**config.mk**
```make
export PLATFORM = sky130hd
export DESIGN_NAME = asg_gen
export DESIGN_NICKNAME = d
export VERILOG_FILES = /design/src/rtl/asg_pkg.sv /design/src/rtl/asg_lfsr.sv /design/src/rtl/asg_out_stage.sv /design/src/rtl/asg_gen.sv
export SDC_FILE = /design/constraint.sdc
export NUM_CORES = 1
export LEC_CHECK = 0
export ABC_AREA = 1
export CORE_ASPECT_RATIO = 1.75
export CORE_UTILIZATION = 44
export DETAILED_ROUTE_END_ITERATION = 10
export GPL_ROUTABILITY_DRIVEN = 0
export PLACE_DENSITY_LB_ADDON = 0.05
export RECOVER_POWER = 25
export SLEW_MARGIN = 20
export SYNTH_ARGS = -nofsm -noshare
export SYNTH_HDL_FRONTEND = slang
export SYNTH_SLANG_ARGS = --single-unit
```
**constraint.sdc**
```tcl
create_clock -name clk -period 0.95 [get_ports clk]
set_input_delay 0.095 -clock clk [delete_from_list [all_inputs] [get_ports clk]]
set_output_delay 0.095 -clock clk [all_outputs]
set_load 0.02 [all_outputs]
```
**src/rtl/asg_pkg.sv**
```systemverilog
package asg_pkg;

    localparam int MAX_W = 32;

    typedef struct packed {
        logic ctl;
        logic ga;
        logic gb;
    } asg_bits_t;

    typedef enum logic {
        SEL_B = 1'b0,
        SEL_A = 1'b1
    } asg_sel_e;

    function automatic logic [MAX_W-1:0] fib_step(
        input logic [MAX_W-1:0] s,
        input logic [MAX_W-1:0] taps,
        input int               w
    );
        logic             fb;
        logic [MAX_W-1:0] mask;
        fb   = ^(s & taps);
        mask = (MAX_W'(1) << w) - MAX_W'(1);
        return ((s << 1) | MAX_W'(fb)) & mask;
    endfunction

endpackage

```
**src/rtl/asg_lfsr.sv**
```systemverilog
module asg_lfsr
    import asg_pkg::*;
#(
    parameter int           W    = 7,
    parameter logic [W-1:0] TAPS = 7'h60,
    parameter logic [W-1:0] DEF  = 7'h01
) (
    input  logic         clk,
    input  logic         rst,
    input  logic         load,
    input  logic [W-1:0] seed,
    input  logic         step,
    output logic [W-1:0] state_o,
    output logic         msb_o
);
    logic [W-1:0] state_q;
    logic [W-1:0] stepped;
    logic [W-1:0] seed_fix;

    always_comb begin
        stepped  = W'(fib_step(MAX_W'(state_q), MAX_W'(TAPS), W));
        seed_fix = (seed == '0) ? DEF : seed;
    end

    always_ff @(posedge clk) begin
        if (rst)       state_q <= DEF;
        else if (load) state_q <= seed_fix;
        else if (step) state_q <= stepped;
    end

    assign state_o = state_q;
    assign msb_o   = state_q[W-1];

    AST_NEVER_ZERO: assert property (@(posedge clk) disable iff (rst)
        state_q != '0) else $error("register reached zero");
    AST_ZERO_SEED_DEFAULT: assert property (@(posedge clk) disable iff (rst)
        (load && seed == '0) |=> state_q == DEF) else $error("zero seed kept");
    AST_HOLD_IDLE: assert property (@(posedge clk) disable iff (rst)
        (!load && !step) |=> $stable(state_q)) else $error("idle register moved");
endmodule

```
**src/rtl/asg_out_stage.sv**
```systemverilog
module asg_out_stage (
    input  logic clk,
    input  logic rst,
    input  logic adv,
    input  logic bit_a,
    input  logic bit_b,
    output logic bit_out,
    output logic bit_valid
);
    logic out_q;
    logic vld_q;

    always_ff @(posedge clk) begin
        if (rst) begin
            out_q <= 1'b0;
            vld_q <= 1'b0;
        end else begin
            vld_q <= adv;
            if (adv) out_q <= bit_a ^ bit_b;
        end
    end

    assign bit_out   = out_q;
    assign bit_valid = vld_q;

    AST_OUT_HOLDS: assert property (@(posedge clk) disable iff (rst)
        !adv |=> $stable(out_q)) else $error("output moved while idle");
    AST_VALID_AFTER_STEP: assert property (@(posedge clk) disable iff (rst)
        adv |=> vld_q) else $error("valid missing");
endmodule

```
**src/rtl/asg_gen.sv**
```systemverilog
module asg_gen
    import asg_pkg::*;
#(
    parameter int              CTL_W    = 7,
    parameter int              GA_W     = 9,
    parameter int              GB_W     = 11,
    parameter logic [CTL_W-1:0] CTL_TAPS = 7'h60,
    parameter logic [GA_W-1:0]  GA_TAPS  = 9'h110,
    parameter logic [GB_W-1:0]  GB_TAPS  = 11'h500,
    parameter logic [CTL_W-1:0] CTL_DEF  = 7'h01,
    parameter logic [GA_W-1:0]  GA_DEF   = 9'h001,
    parameter logic [GB_W-1:0]  GB_DEF   = 11'h001
) (
    input  logic             clk,
    input  logic             rst,
    input  logic             load,
    input  logic [CTL_W-1:0] seed_ctl,
    input  logic [GA_W-1:0]  seed_a,
    input  logic [GB_W-1:0]  seed_b,
    input  logic             en,
    output logic             bit_out,
    output logic             bit_valid
);
    asg_bits_t        msbs;
    asg_sel_e         sel;
    logic             adv;
    logic [CTL_W-1:0] ctl_state;
    logic [GA_W-1:0]  ga_state;
    logic [GB_W-1:0]  gb_state;

    assign adv = en && !load;
    assign sel = asg_sel_e'(msbs.ctl);

    asg_lfsr #(.W(CTL_W), .TAPS(CTL_TAPS), .DEF(CTL_DEF)) u_ctl (
        .clk(clk), .rst(rst), .load(load), .seed(seed_ctl),
        .step(adv), .state_o(ctl_state), .msb_o(msbs.ctl)
    );

    asg_lfsr #(.W(GA_W), .TAPS(GA_TAPS), .DEF(GA_DEF)) u_ga (
        .clk(clk), .rst(rst), .load(load), .seed(seed_a),
        .step(adv && sel == SEL_A), .state_o(ga_state), .msb_o(msbs.ga)
    );

    asg_lfsr #(.W(GB_W), .TAPS(GB_TAPS), .DEF(GB_DEF)) u_gb (
        .clk(clk), .rst(rst), .load(load), .seed(seed_b),
        .step(adv && sel == SEL_B), .state_o(gb_state), .msb_o(msbs.gb)
    );

    asg_out_stage u_out (
        .clk(clk), .rst(rst), .adv(adv),
        .bit_a(msbs.ga), .bit_b(msbs.gb),
        .bit_out(bit_out), .bit_valid(bit_valid)
    );

    AST_CTL_STEPS: assert property (@(posedge clk) disable iff (rst)
        adv |=> ctl_state != $past(ctl_state)) else $error("control did not step");
    AST_ONE_GEN_MOVES: assert property (@(posedge clk) disable iff (rst)
        adv |=> ((ga_state != $past(ga_state)) != (gb_state != $past(gb_state))))
        else $error("generators not alternating");
    AST_LOAD_NO_VALID: assert property (@(posedge clk) disable iff (rst)
        load |=> !bit_valid) else $error("valid after load");
endmodule

```
==> reports/results.md, run 1 <==
| Group | Parameter | This run |
| --- | --- | --- |
| layout | Multi-input gate area in the final layout | 806 sq um |
| route | Drt first pass iters | 4 |
| worst setup path | Worst R2R Path Depth | 4 |
| pwr | Net switching power figure | 0.000802 W |
| worst setup path | Crit Reg-Reg Startpoint | u_ctl.state_o[6] |
| floorplan | Total Die Area | 3470 sq um |
| route | Ratio of routed vias to standard cells | 4.94 |
| worst setup path | Required time at the worst-slack endpoint | 1120 ps |
| layout | Layout cells sized above 1 | 19.3% |
| worst setup path | Critical setup path kind | reg2reg |
| layout | Final nets | 305 |
| timing | Highest Clock Rate | 1040 MHz |
| route | Antenna-violating nets left | 0 |
| route | DRC Markers | 0 |
| yosys | Portion of synthesized cell area occupied by the leading cell type | 40.8% |
| pwr | Power share of the combinational group | 21.2% |
| yosys | Async set-reset flop share out of synthesis | 0% |
| pwr | Switching fraction of total power | 27.2% |
| pwr | Maximum resistive drop on vdd | 0.000997 V |
| layout | Post-route insts no fill | 318 |
| pwr | Fraction of power consumed by the clock network | 32.7% |
| grt | First-pass GRT wire length | 5940 um |
| yosys | Synthesized area divided by synthesized cell count | 6.58 sq um |
| grt | Total routing usage reported by global routing | 22.9% |
| timing | Hold Violations, Final | 0 |
| floorplan | Die W | 45.0 um |
| worst setup path | Data arrival time of the critical path | 1130 ps |
| worst setup path | CP Max Fanout | 6 |
| timing | Slew @ Worst Pin | 305 ps |
| pwr | Share of power burned in registers | 46.1% |
| yosys | Number of flip-flops and latches in the synthesized netlist | 29 |
| cts | Clock-pin slew on the worst setup and hold paths | 60 ps |
| grt | Pin count of the biggest net entering global routing | 20 |
| yosys | Cell types with the largest area share after synthesis | dfxtp_1, nand2_1, o21ai_0 |
| timing | RSZ-0062 raised after global routing | yes |
| worst setup path | R2r setup slk | -7 ps |
| timing | Final-report max-slew violation count | 0 |
| floorplan | Count of pins on the block boundary | 33 |
| yosys | Gate count of the mapped netlist | 216 |
| yosys | Syn_nets | 247 |
| pwr | Cell-internal power | 0.00215 W |
| route | Count of routing violations after the opening detailed-route iteration | 35 |
| worst setup path | Capturing element type of the critical path | flip-flop |
| layout | Fill cells | 299 |
| yosys | Main flop type after synthesis | dfxtp_1 |
| placed design | I/O Buffers | 32 |
| pwr | Power density cells | 1380 nW/um^2 |
| yosys | Post-synth EDFFs | 0 |
| yosys | Total number of yosys warnings | 0 |
| yosys | Top cell types by occurrence after synthesis | nand2_1, dfxtp_1, o21ai_0 |
| worst setup path | Crit path to | u_gb.state_o[10] |
| timing | Setup TNS Final | -22.9 ps |
| timing | Period utilization | 101% |
| timing | Rel. slew slack | 79.6% |
| layout | # diodes | 0 |
| cts | Num CTS Buffers | 5 |
| timing | Final Skew | 2.82 ps |
| route | Via count | 1,570 |
| status | Run status | finished with violations |
| timing | Final count of negative-setup-slack endpoints | 5 |
| cts | Clock root cell | clkbuf_8 |
| floorplan | Placement Rows | 27 |
| min path | Hold path startpoint | en |
| job | MaxCap Viol Count | 0 |
| timing | Min cycle time layout | 957 ps |
| placed design | Detail Placement HPWL | 2790 um |
| grt | Number of antenna violations at the first check in global routing | 0 |
| min path | Type of the worst min-delay path | in2reg |
| layout | Sequential standard cell area | 584 sq um |
| yosys | Post-synthesis sequential area ratio | 40.8% |
| yosys | Distinct cell type count after synthesis | 23 |
| worst setup path | Worst flop-to-flop path endpoint | u_gb.state_o[10] |
| layout | Growth of design area from synthesis to finish | 50.6% |
| yosys | Count leader, synth | nand2_1 |
| floorplan | Standard cell core area | 3110 sq um |
| timing | Worst setup margin | -7.36 ps |
| pwr | Cell leakage power | 0.960 nW |
| placed design | Placed Cells incl. Taps | 308 |
| floorplan | Die height | 77.2 um |
| floorplan | Starting Density | 45.7% |
| yosys | Dominant cell type by area after synthesis | dfxtp_1 |
| cts | Source-to-sink clock delay at the later pin of the worst-skew pair | 280 ps |
| yosys | Area of the mapped netlist | 1420 sq um |
| route | Total routed wirelength | 3810 um |
| route | WL/cell | 12.0 um |
| cts | Clock tree sinks | 29 |
| grt | Residual overflow from global routing | 0 |
| cts | CTS H-Tree Depth | 2 |
| grt | Vias in the first global route | 1,487 |
| worst setup path | Crit start category | flip-flop |
| worst setup path | Launching instance or port of the critical path | u_ctl.state_o[6] |
| status | Violated checks | setup timing |
| cts | Number of buffers on the longest clock path | 2 |
| cts | TritonCTS clock tree | yes |
==> how the worst min path moves through the flow <==
stage | cells past startpoint | endpoint | slack [ps]
after global routing | 4 | u_out.bit_valid | 420
after floorplan | 1 | u_gb.state_o[9] | 160
after CTS | 4 | u_out.bit_valid | 400
after detailed placement | 2 | u_gb.state_o[9] | 450
final | 4 | u_out.bit_valid | 400
after global placement | 2 | u_gb.state_o[9] | 450
==> cell families after synthesis <==
| kind of cell | synth area share [%] |
|---|---|
| AOI/OAI and AO/OA | 21.2 |
| buffers and inverters | 8.80 |
| and+or+nand+nor | 28.5 |
| DFF | 40.8 |
| xor gates and xnor gates | 0.616 |
==> cells in the final DEF, fill, tap and decap left out, types with 3 or more instances in the layout <==
master / n
nand2_1: 62
clkdlybuf4s50_1: 28
dfxtp_1: 28
nor2_1: 22
buf_4: 22
inv_1: 19
o21ai_0: 15
a21oi_1: 15
o21ai_1: 13
nand3_1: 7
clkbuf_8: 5
o21ai_2: 4
a21oi_2: 3
clkbuf_1: 3
==> per-stage QoR <==
stage          cell area, sq um  hold slack [ps]  worst slack (ps)  power, W  util [%]
6_report                   2140              397             -7.36   0.00295      68.9
5_1_grt                    2140              424             -54.9   0.00309      68.9
4_1_cts                    2080              403             -1.79   0.00293      67.0
3_5_place_dp               1970              448              -390   0.00195      63.2
3_3_place_gp               1970              447              -412   0.00194      63.2
2_1_floorplan              1430              164              39.8   0.00164         -
==> sequential cells by signal (all words and copies together) (netlist names) <==
register / cells
u_ga.state_o: 9
u_ctl.state_o: 7
u_out.bit_out: 1
u_out.bit_valid: 1
u_gb.state_o: 11
==> per-layer routing <==
| layer | share of wire (%) | up-vias | global-route usage (%) |
|---|---|---|---|
| li1 | - | 819 | - |
| met4 | 1.5 | 0 | 8.48 |
| met1 | 38 | 710 | 22.1 |
| met2 | 56 | 36 | 42.9 |
| met3 | 4.7 | 5 | 5.65 |
| met5 | 0 | - | 0 |
==> cell type report <==
class / count / share of cell area (%)
Clock buffer: 8 / 3.74
Inverter: 21 / 3.80
Multi-Input combinational cell: 159 / 37.6
Sequential cell: 29 / 27.3
Tap cell: 43 / 2.51
Timing Repair Buffer: 58 / 25.0
==> power groups by stage <==
stage | logic, W | clock network (W) | registers, W
after detailed placement | 0.000568 | 0 | 0.00138
after CTS | 0.000594 | 0.000975 | 0.00136
after global placement | 0.000560 | 0 | 0.00138
after floorplan | 0.000271 | 0 | 0.00137
final | 0.000625 | 0.000963 | 0.00136
after global routing | 0.000685 | 0.00103 | 0.00137
==> critical path: stages (launching register included) <==
cell and delay (ps):
dfxtp_4 370, inv_4 60, a21oi_4 230, buf_4 150, a21oi_2 40
==> timing repair <==
item	in CTS	in global routing
setup buffers	0	1
endpoints found under the setup margin	23	17
pin swaps	1	5
resized for setup	27	18
hold buffers	0	0
gates cloned	0	1
hold endpoints to repair	0	0
No activity file was read; power rests on OpenSTA's default activity.
==> inputs of run 2 (changes only) <==
--- a/config.mk
+++ b/config.mk
@@ -8,6 +8,7 @@
 export ABC_AREA = 1
 export CORE_ASPECT_RATIO = 1.75
 export CORE_UTILIZATION = 44
+export CTS_CLUSTER_DIAMETER = 200
 export DETAILED_ROUTE_END_ITERATION = 10
 export GPL_ROUTABILITY_DRIVEN = 0
 export PLACE_DENSITY_LB_ADDON = 0.05
==> results of run 2 <==
No change in the layout: final DEF, timing and power equal those of run 1.
